--- config.mk ---
export PLATFORM = sky130hd
export DESIGN_NAME = rr_result_mux
export DESIGN_NICKNAME = d
export VERILOG_FILES = /design/src/rtl/rrm_pkg.sv /design/src/rtl/rrm_slot_ptr.sv /design/src/rtl/rrm_range_map.sv /design/src/rtl/rrm_delay.sv /design/src/rtl/rr_result_mux.sv
export SDC_FILE = /design/constraint.sdc
export NUM_CORES = 1
export LEC_CHECK = 0
export ABC_CLOCK_PERIOD_IN_PS = 4700
export BUFFER_PORTS_ARGS = -buffer_cell sky130_fd_sc_hd__clkbuf_2
export CAP_MARGIN = 20
export CORE_MARGIN = 5
export CORE_UTILIZATION = 40
export CTS_BUF_LIST = sky130_fd_sc_hd__clkbuf_16
export DETAILED_ROUTE_END_ITERATION = 8
export PLACE_DENSITY = 0.77
export REMOVE_ABC_BUFFERS = 1
export SLEW_MARGIN = 0
export SYNTH_ARGS = -nofsm -noshare
export SYNTH_HDL_FRONTEND = slang
export SYNTH_HIERARCHICAL = 1
export SYNTH_SLANG_ARGS = --single-unit
--- constraint.sdc ---
create_clock -name clk -period 4.7 [get_ports clk]
set_input_delay 0.705 -clock clk [delete_from_list [all_inputs] [get_ports clk]]
set_output_delay 0.705 -clock clk [all_outputs]
set_load 0.02 [all_outputs]
--- src/rtl/rrm_pkg.sv ---
package rrm_pkg;
  localparam int RAW_W  = 13;
  localparam int CODE_W = 12;

  typedef struct packed {
    logic              vld;
    logic              oor;
    logic [CODE_W-1:0] code;
  } out_word_t;
endpackage

--- src/rtl/rrm_slot_ptr.sv ---
module rrm_slot_ptr #(
  parameter int N_SLOTS = 18,
  parameter int START   = 0,
  localparam int PTR_W  = $clog2(N_SLOTS)
) (
  input  logic             clk,
  input  logic             rst_n,
  output logic [PTR_W-1:0] ptr
);
  localparam logic [PTR_W-1:0] LAST  = PTR_W'(N_SLOTS - 1);
  localparam logic [PTR_W-1:0] FIRST = PTR_W'(START);

  always_ff @(posedge clk or negedge rst_n) begin
    if (!rst_n) begin
      ptr <= FIRST;
    end else if (ptr == LAST) begin
      ptr <= '0;
    end else begin
      ptr <= ptr + 1'b1;
    end
  end
endmodule

--- src/rtl/rrm_range_map.sv ---
module rrm_range_map
  import rrm_pkg::*;
#(
  parameter int OFFSET = 2048
) (
  input  logic [RAW_W-1:0]  raw,
  output logic [CODE_W-1:0] code,
  output logic              oor
);
  localparam int DW = RAW_W + 2;
  localparam logic signed [DW-1:0] OFF_V = DW'(OFFSET);
  localparam logic signed [DW-1:0] TOP_V = DW'((1 << CODE_W) - 1);

  logic signed [DW-1:0] shifted;

  always_comb begin
    shifted = $signed({2'b00, raw}) - OFF_V;
    if (shifted < 0) begin
      code = '0;
      oor  = 1'b1;
    end else if (shifted > TOP_V) begin
      code = '1;
      oor  = 1'b1;
    end else begin
      code = shifted[CODE_W-1:0];
      oor  = 1'b0;
    end
  end
endmodule

--- src/rtl/rrm_delay.sv ---
module rrm_delay
  import rrm_pkg::*;
#(
  parameter int DEPTH = 2
) (
  input  logic      clk,
  input  logic      rst_n,
  input  out_word_t din,
  output out_word_t dout
);
  generate
    if (DEPTH == 0) begin : g_pass
      assign dout = din;
    end else begin : g_chain
      out_word_t stage [DEPTH];
      for (genvar s = 0; s < DEPTH; s++) begin : g_stage
        out_word_t prev;
        if (s == 0) begin : g_head
          assign prev = din;
        end else begin : g_link
          assign prev = stage[s-1];
        end
        always_ff @(posedge clk or negedge rst_n) begin
          if (!rst_n) begin
            stage[s] <= '0;
          end else begin
            stage[s].vld <= prev.vld;
            if (prev.vld) begin
              stage[s].oor  <= prev.oor;
              stage[s].code <= prev.code;
            end
          end
        end
      end
      assign dout = stage[DEPTH-1];
    end
  endgenerate
endmodule

--- src/rtl/rr_result_mux.sv ---
module rr_result_mux
  import rrm_pkg::*;
#(
  parameter int N_SLICES = 18,
  parameter int XFER_LAG = 12,
  parameter int LATENCY  = 14,
  parameter int OFFSET   = 2048
) (
  input  logic                      clk,
  input  logic                      rst_n,
  input  logic [N_SLICES*RAW_W-1:0] slice_res,
  input  logic [N_SLICES-1:0]       slice_vld,
  output logic [CODE_W-1:0]         code_out,
  output logic                      oor_out,
  output logic                      code_vld
);
  localparam int PTR_W = $clog2(N_SLICES);
  localparam int PAD   = LATENCY - XFER_LAG;
  localparam int PTR0  = (N_SLICES - (XFER_LAG % N_SLICES)) % N_SLICES;

  logic [PTR_W-1:0]  ptr;
  logic [RAW_W-1:0]  res_arr [N_SLICES];
  logic [RAW_W-1:0]  sel_raw;
  logic              sel_vld;
  logic [CODE_W-1:0] map_code;
  logic              map_oor;
  out_word_t         cap_w;
  out_word_t         out_w;
  logic              cap_vld;

  for (genvar g = 0; g < N_SLICES; g++) begin : g_unpack
    assign res_arr[g] = slice_res[g*RAW_W +: RAW_W];
  end

  rrm_slot_ptr #(.N_SLOTS(N_SLICES), .START(PTR0)) u_ptr (
    .clk   (clk),
    .rst_n (rst_n),
    .ptr   (ptr)
  );

  always_comb begin
    sel_raw = res_arr[ptr];
    sel_vld = slice_vld[ptr];
  end

  rrm_range_map #(.OFFSET(OFFSET)) u_map (
    .raw  (sel_raw),
    .code (map_code),
    .oor  (map_oor)
  );

  always_ff @(posedge clk or negedge rst_n) begin
    if (!rst_n) begin
      cap_w <= '0;
    end else begin
      cap_w.vld <= sel_vld;
      if (sel_vld) begin
        cap_w.code <= map_code;
        cap_w.oor  <= map_oor;
      end
    end
  end

  assign cap_vld = cap_w.vld;

  rrm_delay #(.DEPTH(PAD)) u_pad (
    .clk   (clk),
    .rst_n (rst_n),
    .din   (cap_w),
    .dout  (out_w)
  );

  assign code_out = out_w.code;
  assign oor_out  = out_w.oor;
  assign code_vld = out_w.vld;
endmodule

==> results.py, run 1 <==
metrics = {
    "status": {
        "outcome": "complete, no violations",
    },
    "cts": {
        "cts_tree": "built",
        "cts-root-buf": "clkbuf_16",
        "numCtsBuffers": 5,
        "postCtsHoldBufs": 0,
        "postCtsSetupBuffers": 0,
        "path_clk_slew_ns": 0.06,
        "clock-sinks": 47,
        "ctsLongestPathBuffers": 2,
        "h-tree-depth": 2,
        "clkLatencyLatePin_ns": 0.28,
        "ctsResizeCount": 0,
    },
    "detailed_routing": {
        "routed_wl_mm": 12.8,
        "drtPass1Iterations": 4,
        "drc_errors": 0,
        "vias_per_cell": 5.30,
        "drt_first_iter_violations": 204,
        "antenna_left": 0,
        "num_vias": 3578,
        "routedWlPerCell_um": 19.0,
    },
    "critical_path": {
        "worstPathArrival_ns": 3.37,
        "worst_ep_required_time_ns": 4.87,
        "cp-end-kind": "flip-flop",
        "crit_path_max_fanout": 31,
        "r2r_slack_ns": 1.49,
        "crit_type": "reg2reg",
        "r2r-end": "cap_w[11]$_DFFE_PN0P_",
        "reg2reg_depth": 4,
        "startpoint_type": "flip-flop",
        "rr_startpoint": "u_ptr/ptr[1]$_DFF_PN1_",
    },
    "timing": {
        "tightest_slew_ns": 0.953,
        "hold_viol": 0,
        "finalCritPeriodShare_pct": 68.3,
        "skew_ns": 0.00351,
        "rsz0062_at_grt": "false",
        "timing.fmax_mhz": 312,
        "period_needed_ns": 3.21,
        "drv_slew": 0,
        "setup_viol": 0,
        "maxSlewHeadroom_pct": 36.5,
    },
    "power": {
        "p_leak_nw": 3.01,
        "ir_drop_mv": 0.166,
        "p_per_area_mw_per_mm2": 218,
        "total_power_mw": 1.22,
    },
    "logic_synthesis": {
        "synth_edf_count": 0,
        "synth_seq_cells": 47,
        "syn_avg_cell_area_um2": 14.1,
        "synthCells": 289,
        "netlist_top_cells_area": "mux4_2, dfrtp_1, mux2_4, mux2i_1, mux2_2",
        "yosysUniqueCellTypes": 33,
        "synth.most_common_cell": "mux4_2",
        "ys_seq_area_share_pct": 29.0,
        "synth_top_area_share_pct": 29.9,
        "yosys.area.top_type": "mux4_2",
        "async_reset_ff_share_pct": 100,
        "ys.flop_type": "dfrtp_1",
        "yosysWarnings": 6,
        "syn_area_mm2": 0.00406,
        "yosys-top-cells-count": "mux4_2, dfrtp_1, mux2i_1",
    },
    "global_routing": {
        "grt_pass1_wl_mm": 19.9,
        "grt_usage_pct": 20.0,
        "grt_antenna_before_repair": 1,
        "grt_pass1_vias": 3936,
        "grt_max_degree": 48,
        "grt_overflow_total": 0,
    },
    "final_layout": {
        "final_util_pct": 57.2,
        "drive_above_1_share_pct": 70.1,
        "diodes": 0,
        "nets": 798,
        "fillers": 870,
        "final_cells": 675,
        "area_delta_synth_final_pct": 38.2,
        "seq_area_mm2": 0.00118,
        "multi_input_area_mm2": 0.00268,
    },
    "placement": {
        "dp_hpwl_mm": 11.0,
        "numPlacedInstances": 666,
        "place.port_buffers": 267,
        "gp_congestion": 0.911,
    },
    "worst_hold_path": {
        "hold_class": "in2async",
    },
    "die": {
        "initial_core_util_pct": 41.4,
        "die-area_mm2": 0.0123,
        "pin_count": 268,
        "die_y_um": 111,
        "num_rows": 36,
        "die_w_um": 111,
        "core_region_area_mm2": 0.00982,
    },
    "flow_run": {
        "maxCapViolCount": 0,
    },
}
-- where the power goes --
part	internal (mW)	total (mW)	switching, mW
registers	0.471	0.515	0.0440
logic	0.230	0.362	0.132
clock network	0.198	0.344	0.146
-- critical path, stage by stage, from the launching register on --
cell and delay (ns):
dfstp_2 0.99, mux4_1 0.63, mux2_2 0.30, a211oi_4 0.74
mux2_2 0.41
-- layer usage --
| metal | vias to the layer above | global-route usage, % | share of wire (%) |
|---|---|---|---|
| li1 | 1663 | - | - |
| met1 | 1749 | 24.5 | 39 |
| met2 | 145 | 35.5 | 53 |
| met3 | 19 | 5.51 | 6.8 |
| met4 | 2 | 3.94 | 1.4 |
| met5 | - | 0 | 0.086 |
-- metrics by stage --
step / instance area, um^2 / hold WS (ns) / setup TNS [ns] / setup WS (ns)
finish: 5610 / 0.417 / 0 / 1.49
global route: 5610 / 0.460 / 0 / 1.30
CTS: 5590 / 0.513 / 0 / 1.47
detailed placement: 5440 / 0.498 / 0 / 1.48
global placement: 5440 / 0.493 / 0 / 1.59
floorplan: 3920 / 0.409 / -0.0389 / -0.0389
-- cell usage in the layout (no fill, tap or decap), types with 3 or more instances in the layout --
cell type,n
nor2_1,4
ha_1,3
mux2i_1,41
mux2_2,11
clkbuf_16,5
clkbuf_2,267
o22a_1,13
nand2b_1,3
mux4_2,54
o21ai_0,14
a21oi_1,13
inv_1,16
dfrtp_1,44
mux2_4,29
-- layout make-up --
type,count,area share (%)
Tap cell,133,2.96
Clock buffer,5,2.23
Sequential cell,47,21.1
Timing Repair Buffer,270,24.6
Inverter,16,1.07
Clock inverter,3,0.423
Multi-Input combinational cell,201,47.7
-- how the worst max path moves through the flow --
stage	startpoint	end	slack, ns
2_1_floorplan	u_ptr/ptr[0]$_DFF_PN0_	cap_w[11]$_DFFE_PN0P_	-0.04
3_3_place_gp	u_ptr/ptr[2]$_DFF_PN1_	cap_w[11]$_DFFE_PN0P_	1.59
3_5_place_dp	u_ptr/ptr[1]$_DFF_PN1_	cap_w[12]$_DFFE_PN0P_	1.48
4_1_cts	u_ptr/ptr[2]$_DFF_PN1_	cap_w[11]$_DFFE_PN0P_	1.47
5_1_grt	u_ptr/ptr[2]$_DFF_PN1_	cap_w[11]$_DFFE_PN0P_	1.30
6_report	u_ptr/ptr[1]$_DFF_PN1_	cap_w[11]$_DFFE_PN0P_	1.49
-- kinds of logic (layout without fill, tap and decap cells) --
logic type / Yosys count / count (layout) / share of synthesized area, %
buffers and inverters: 41 / 294 / 5.05
AO/OA/AOI/OAI: 42 / 42 / 6.84
XOR/XNOR: 2 / 2 / 0.431
multiplexers: 137 / 137 / 55.1
AND/OR/NAND/NOR: 17 / 17 / 2.62
adder cells (fa/ha/maj): 3 / 3 / 0.924
flip-flops: 47 / 47 / 29.0
-- sequential cells by signal, indices dropped and copies added (netlist names) --
name / count
cap_vld: 1
u_pad/dout: 14
cap_w: 13
u_ptr/ptr: 5
u_pad/g_chain.g_stage.prev: 14
Power figures use the tool's default switching activity.
==> run 2: changes to the inputs <==
ABC_AREA = 1   (was unset)
ABC_CLOCK_PERIOD_IN_PS = 2800   (was 4700)
clock period = 2.8 ns   (was 4.7 ns; I/O delays follow)
==> results.py, run 2 <==
metrics = {
    "status": {
        "outcome": "complete, no violations",
    },
    "placement": {
        "placed_area_mm2": 0.00595,
        "gp_congestion": 0.934,
        "numPlacedInstances": 1154,
        "place_ws_ns": 0.352,
        "dp_hpwl_mm": 13.3,
        "place.port_buffers": 267,
    },
    "die": {
        "num_rows": 39,
        "initial_core_util_pct": 40.3,
        "core_region_area_mm2": 0.0113,
        "die-area_mm2": 0.0136,
        "pin_count": 268,
        "die_y_um": 117,
        "die_w_um": 117,
    },
    "timing": {
        "period_needed_ns": 2.45,
        "setup_viol": 0,
        "drv_slew": 0,
        "maxSlewHeadroom_pct": 69.7,
        "finalCritPeriodShare_pct": 87.5,
        "timing.fmax_mhz": 408,
        "whs_ns": 0.102,
        "fin_ws_ns": 0.350,
        "rsz0062_at_grt": "false",
        "hold_viol": 0,
        "tightest_slew_ns": 0.454,
        "setup_tns_ns": 0,
        "skew_ns": 0.00811,
    },
    "critical_path": {
        "reg2reg_depth": 17,
        "worstPathArrival_ns": 2.62,
        "cp-startpoint": "u_ptr/ptr[1]$_DFF_PN1_",
        "r2r-end": "cap_w[11]$_DFFE_PN0P_",
        "startpoint_type": "flip-flop",
        "crit_path_max_fanout": 29,
        "cp-end-kind": "flip-flop",
        "worst_ep_required_time_ns": 2.97,
        "crit_type": "reg2reg",
        "rr_startpoint": "u_ptr/ptr[1]$_DFF_PN1_",
        "r2r_slack_ns": 0.35,
    },
    "logic_synthesis": {
        "synth_edf_count": 0,
        "yosysUniqueCellTypes": 28,
        "syn_area_mm2": 0.00454,
        "netlist_top_cells_area": "dfrtp_1, nand2_1, nor2_1, o21ai_0, o211ai_1",
        "yosys-top-cells-count": "nand2_1, nor2_1, o21ai_0",
        "synth_seq_cells": 47,
        "yosys.area.top_type": "dfrtp_1",
        "ys_seq_area_share_pct": 25.9,
        "synth_top_area_share_pct": 24.8,
        "async_reset_ff_share_pct": 100,
        "synthCells": 780,
        "ys.flop_type": "dfrtp_1",
        "syn_avg_cell_area_um2": 5.82,
        "yosysWarnings": 6,
        "synth.most_common_cell": "nand2_1",
    },
    "final_layout": {
        "diodes": 0,
        "drive_above_1_share_pct": 30.7,
        "area_delta_synth_final_pct": 35.0,
        "fillers": 1186,
        "final_util_pct": 54.4,
        "layout_commonest_cell": "clkbuf_2",
        "final_cell_mix": "clkbuf_2, nand2_1, nor2_1",
        "stdcell_area_mm2": 0.00613,
        "nets": 1276,
        "final_cells": 1163,
    },
    "detailed_routing": {
        "vias_per_cell": 5.05,
        "wl_met2_mm": 7.86,
        "wl_met1_mm": 6.71,
        "num_vias": 5871,
        "met3_length_mm": 1.25,
        "drc_errors": 0,
        "routed_wl_mm": 16.3,
        "route.top_layer_used": "met4",
        "drtPass1Iterations": 5,
        "antenna_left": 0,
        "routedWlPerCell_um": 14.0,
        "drt_first_iter_violations": 296,
    },
    "power": {
        "p_per_area_mw_per_mm2": 318,
        "total_power_mw": 1.95,
        "p_leak_nw": 3.31,
        "ir_drop_mv": 0.270,
    },
    "cts": {
        "clkLatencyLatePin_ns": 0.29,
        "cts_tree": "built",
        "clock-sinks": 47,
        "h-tree-depth": 2,
        "numCtsBuffers": 5,
        "ctsLongestPathBuffers": 2,
        "path_clk_slew_ns": 0.06,
        "cts-root-buf": "clkbuf_16",
    },
    "global_routing": {
        "grt_pass1_wl_mm": 25.4,
        "grt_max_degree": 61,
        "grt_overflow_total": 0,
        "grt_usage_pct": 23.2,
        "grt_pass1_vias": 5404,
        "grt_antenna_before_repair": 0,
    },
    "worst_hold_path": {
        "hold_class": "in2async",
    },
    "flow_run": {
        "maxCapViolCount": 0,
    },
}
-- run 2: cell types whose count changed after synthesis, sizes merged, moves of 13 or more --
cell | before | now
mux2 | 40 | 0
o22a | 13 | 0
o21ai | 14 | 143
inv | 16 | 39
nand3 | 2 | 39
nor2 | 4 | 152
mux4 | 56 | 0
mux2i | 41 | 0
o22ai | 0 | 13
nand2 | 0 | 243
buf | 17 | 43
o211ai | 0 | 26
-- run 2: timing repair --
action | in CTS | in global routing
hold buffers | 0 | 0
endpoints found under the setup margin | 0 | 1
gates resized for setup | 0 | 2
buffers inserted | 0 | 1
-- run 2: area by class of cell --
type | count | area (um^2) | share of cell area (%)
timing repair buffer | 291 | 1610 | 26.2
sequential | 47 | 1190 | 19.3
clock inverter | 3 | 42.5 | 0.693
multi-input combinational | 635 | 2840 | 46.3
tap | 143 | 179 | 2.92
clock buffer | 5 | 125 | 2.04
inverter | 39 | 151 | 2.47
-- run 2: cell families after synthesis --
| logic type | synth area share [%] |
|---|---|
| simple gates | 38.3 |
| compound gates | 23.2 |
| buf+inv | 11.5 |
| flops | 25.9 |
| fa+ha+maj | 0.826 |
| xor+xnor | 0.193 |
-- run 2: report_power, final --
group	leakage, nW	switching, mW	internal [mW]
clock network	0.0818	0.248	0.421
registers	0.572	0.0467	0.755
logic	2.65	0.240	0.240
total	3.31	0.534	1.42
-- run 2: layer usage --
| layer | vias up | global-route usage (%) |
|---|---|---|
| met3 | 43 | 4.92 |
| met1 | 2582 | 29.0 |
| met5 | - | 0 |
| met2 | 230 | 39.6 |
| li1 | 3016 | - |
| met4 | 0 | 8.10 |
-- run 2: worst max-delay path: stages (launching register included) --
cell and delay [ns]:
dfstp_4 0.70, buf_12 0.21, buf_4 0.18, o21ai_0 0.08, o21ai_0 0.21, o21ai_1 0.09, nand2_1 0.06, nand3_1 0.09
nand2_1 0.12, nand2_1 0.06, nor2_1 0.13, nand3_1 0.09, nand2_1 0.06, nand2_1 0.04, nand2_1 0.05, nand2_1 0.04
nand2_1 0.06, nand2_1 0.05
-- run 2: worst max-delay path by stage --
stage / endpoint / slack [ns] / cells after the start
floorplan: cap_w[11]$_DFFE_PN0P_ / -1.71 / 15
global route: cap_w[11]$_DFFE_PN0P_ / 0.02 / 17
CTS: cap_w[11]$_DFFE_PN0P_ / 0.34 / 17
detailed placement: cap_w[11]$_DFFE_PN0P_ / 0.35 / 17
global placement: cap_w[11]$_DFFE_PN0P_ / 0.35 / 19
finish: cap_w[11]$_DFFE_PN0P_ / 0.35 / 17
==> run 3: changes to the inputs <==
ABC_AREA = unset   (was 1)
CORE_UTILIZATION = 39   (was 40)
PLACE_DENSITY = 0.78   (was 0.77)
==> results.py, run 3 (synthesis results as in run 1) <==
metrics = {
    "final_layout": {
        "layout_commonest_cell": "clkbuf_2",
        "diodes": 0,
        "final_cell_mix": "clkbuf_2, mux4_2, dfrtp_1",
        "area_delta_synth_final_pct": 41.8,
        "nets": 811,
        "final_util_pct": 56.3,
        "drive_above_1_share_pct": 70.8,
        "final_cells": 691,
    },
    "cts": {
        "postCtsSetupBuffers": 0,
        "h-tree-depth": 2,
        "clkLatencyLatePin_ns": 0.28,
        "cts-root-buf": "clkbuf_16",
        "clock-sinks": 47,
        "numCtsBuffers": 5,
        "ctsLongestPathBuffers": 2,
        "cts_tree": "built",
        "path_clk_slew_ns": 0.06,
    },
    "detailed_routing": {
        "drtPass1Iterations": 4,
        "num_vias": 3683,
        "routedWlPerCell_um": 19.0,
        "drt_first_iter_violations": 101,
        "antenna_left": 0,
        "drc_errors": 0,
        "routed_wl_mm": 13.1,
        "vias_per_cell": 5.33,
    },
    "die": {
        "die_y_um": 112,
        "die_w_um": 112,
        "die-area_mm2": 0.0126,
        "pin_count": 268,
        "initial_core_util_pct": 39.7,
        "core_region_area_mm2": 0.0102,
        "num_rows": 37,
    },
    "flow_run": {
        "maxCapViolCount": 0,
    },
    "timing": {
        "fin_ws_ns": 0.128,
        "timing.fmax_mhz": 374,
        "setup_tns_ns": 0,
        "hold_viol": 0,
        "rsz0062_at_grt": "false",
        "period_needed_ns": 2.67,
        "setup_viol": 0,
        "skew_ns": 0.00175,
        "maxSlewHeadroom_pct": 55.8,
        "drv_slew": 0,
        "tightest_slew_ns": 0.663,
        "finalCritPeriodShare_pct": 95.4,
    },
    "critical_path": {
        "rr_startpoint": "u_ptr/ptr[1]$_DFF_PN1_",
        "cp-end-kind": "flip-flop",
        "cp-startpoint": "u_ptr/ptr[1]$_DFF_PN1_",
        "worst_ep_required_time_ns": 2.97,
        "worstPathArrival_ns": 2.84,
        "crit_path_max_fanout": 20,
        "startpoint_type": "flip-flop",
        "crit_type": "reg2reg",
    },
    "power": {
        "p_int_mw": 1.69,
        "netSwitchingFraction_pct": 24.1,
        "p_per_area_mw_per_mm2": 386,
        "p_switching_uw": 536,
        "power_frac_comb_pct": 27.4,
        "seq_power_share_pct": 39.0,
        "p_leak_nw": 3.09,
        "ir_drop_mv": 0.334,
        "clockPowerShare_pct": 33.6,
    },
    "global_routing": {
        "grt_pass1_vias": 4154,
        "grt_antenna_before_repair": 0,
        "grt_max_degree": 34,
        "grt_overflow_total": 0,
        "grt_pass1_wl_mm": 20.6,
        "grt_usage_pct": 20.5,
    },
    "placement": {
        "numPlacedInstances": 683,
        "dp_hpwl_mm": 11.4,
        "gp_congestion": 0.946,
        "place_ws_ns": 0.133,
        "place.port_buffers": 267,
    },
    "worst_hold_path": {
        "hold_class": "in2async",
    },
    "status": {
        "outcome": "complete, no violations",
    },
}
==> run 3: layout make-up <==
class                   instances  area (um^2)
clock buffers                   5          125
clock inverters                 3         67.6
fillers                       845         4470
inverters                      16         60.1
multi-input cells             201         2680
flip-flops and latches         47         1190
well taps                     136          170
repair buffers                283         1470
==> run 3: worst paths after layout <==
path	end	slack (ns)	depth (start not counted)
max reg2reg	cap_w[6]$_DFFE_PN0P_	0.13	7
min reg2reg	cap_w[11]$_DFFE_PN0P_	0.51	1
min in group clk	cap_w[11]$_DFFE_PN0P_	0.51	1
max	cap_w[6]$_DFFE_PN0P_	0.13	7
max in group asynchronous	cap_vld$_DFF_PN0_	2.00	2
min	u_ptr/ptr[3]$_DFF_PN0_	0.09	1
==> run 3: critical path, cell delays in order, from the launching register on <==
cell and delay, ns:
dfstp_4 0.56, or4b_2 0.72, o21ai_0 0.28, inv_1 0.08, ha_1 0.35, buf_4 0.19
a21oi_1 0.09, mux2_4 0.29
==> run 3: repair_timing <==
action	in CTS	in global routing
hold buffers	0	0
resized for setup	0	2
endpoints found under the setup margin	0	7
==> run 3: metal layers <==
layer	up-vias	routed length (um)	global-route usage (%)	part of all wire, %
li1	1691	-	-	-
met1	1824	5110	24.6	39
met2	146	7060	37.7	54
met3	22	751	4.26	5.7
met4	0	212	4.81	1.6
met5	-	0	0	0
==> run 3: metrics by stage <==
step	power, mW	hold WS [ns]	instance area, um^2
after floorplan	1.19	0.124	3920
after global placement	1.47	0.395	5560
after detailed placement	1.50	0.406	5560
after CTS	2.26	0.0972	5750
after global routing	2.34	0.128	5760
final	2.23	0.0877	5760
==> run 3: power by group through the flow <==
stage                     clock (mW)  combinational [mW]  sequential [mW]
after floorplan                    0               0.279            0.914
after global placement             0               0.594            0.873
after detailed placement           0               0.612            0.883
after CTS                      0.767               0.617            0.872
after global routing           0.788               0.661            0.886
final                          0.748               0.610            0.868
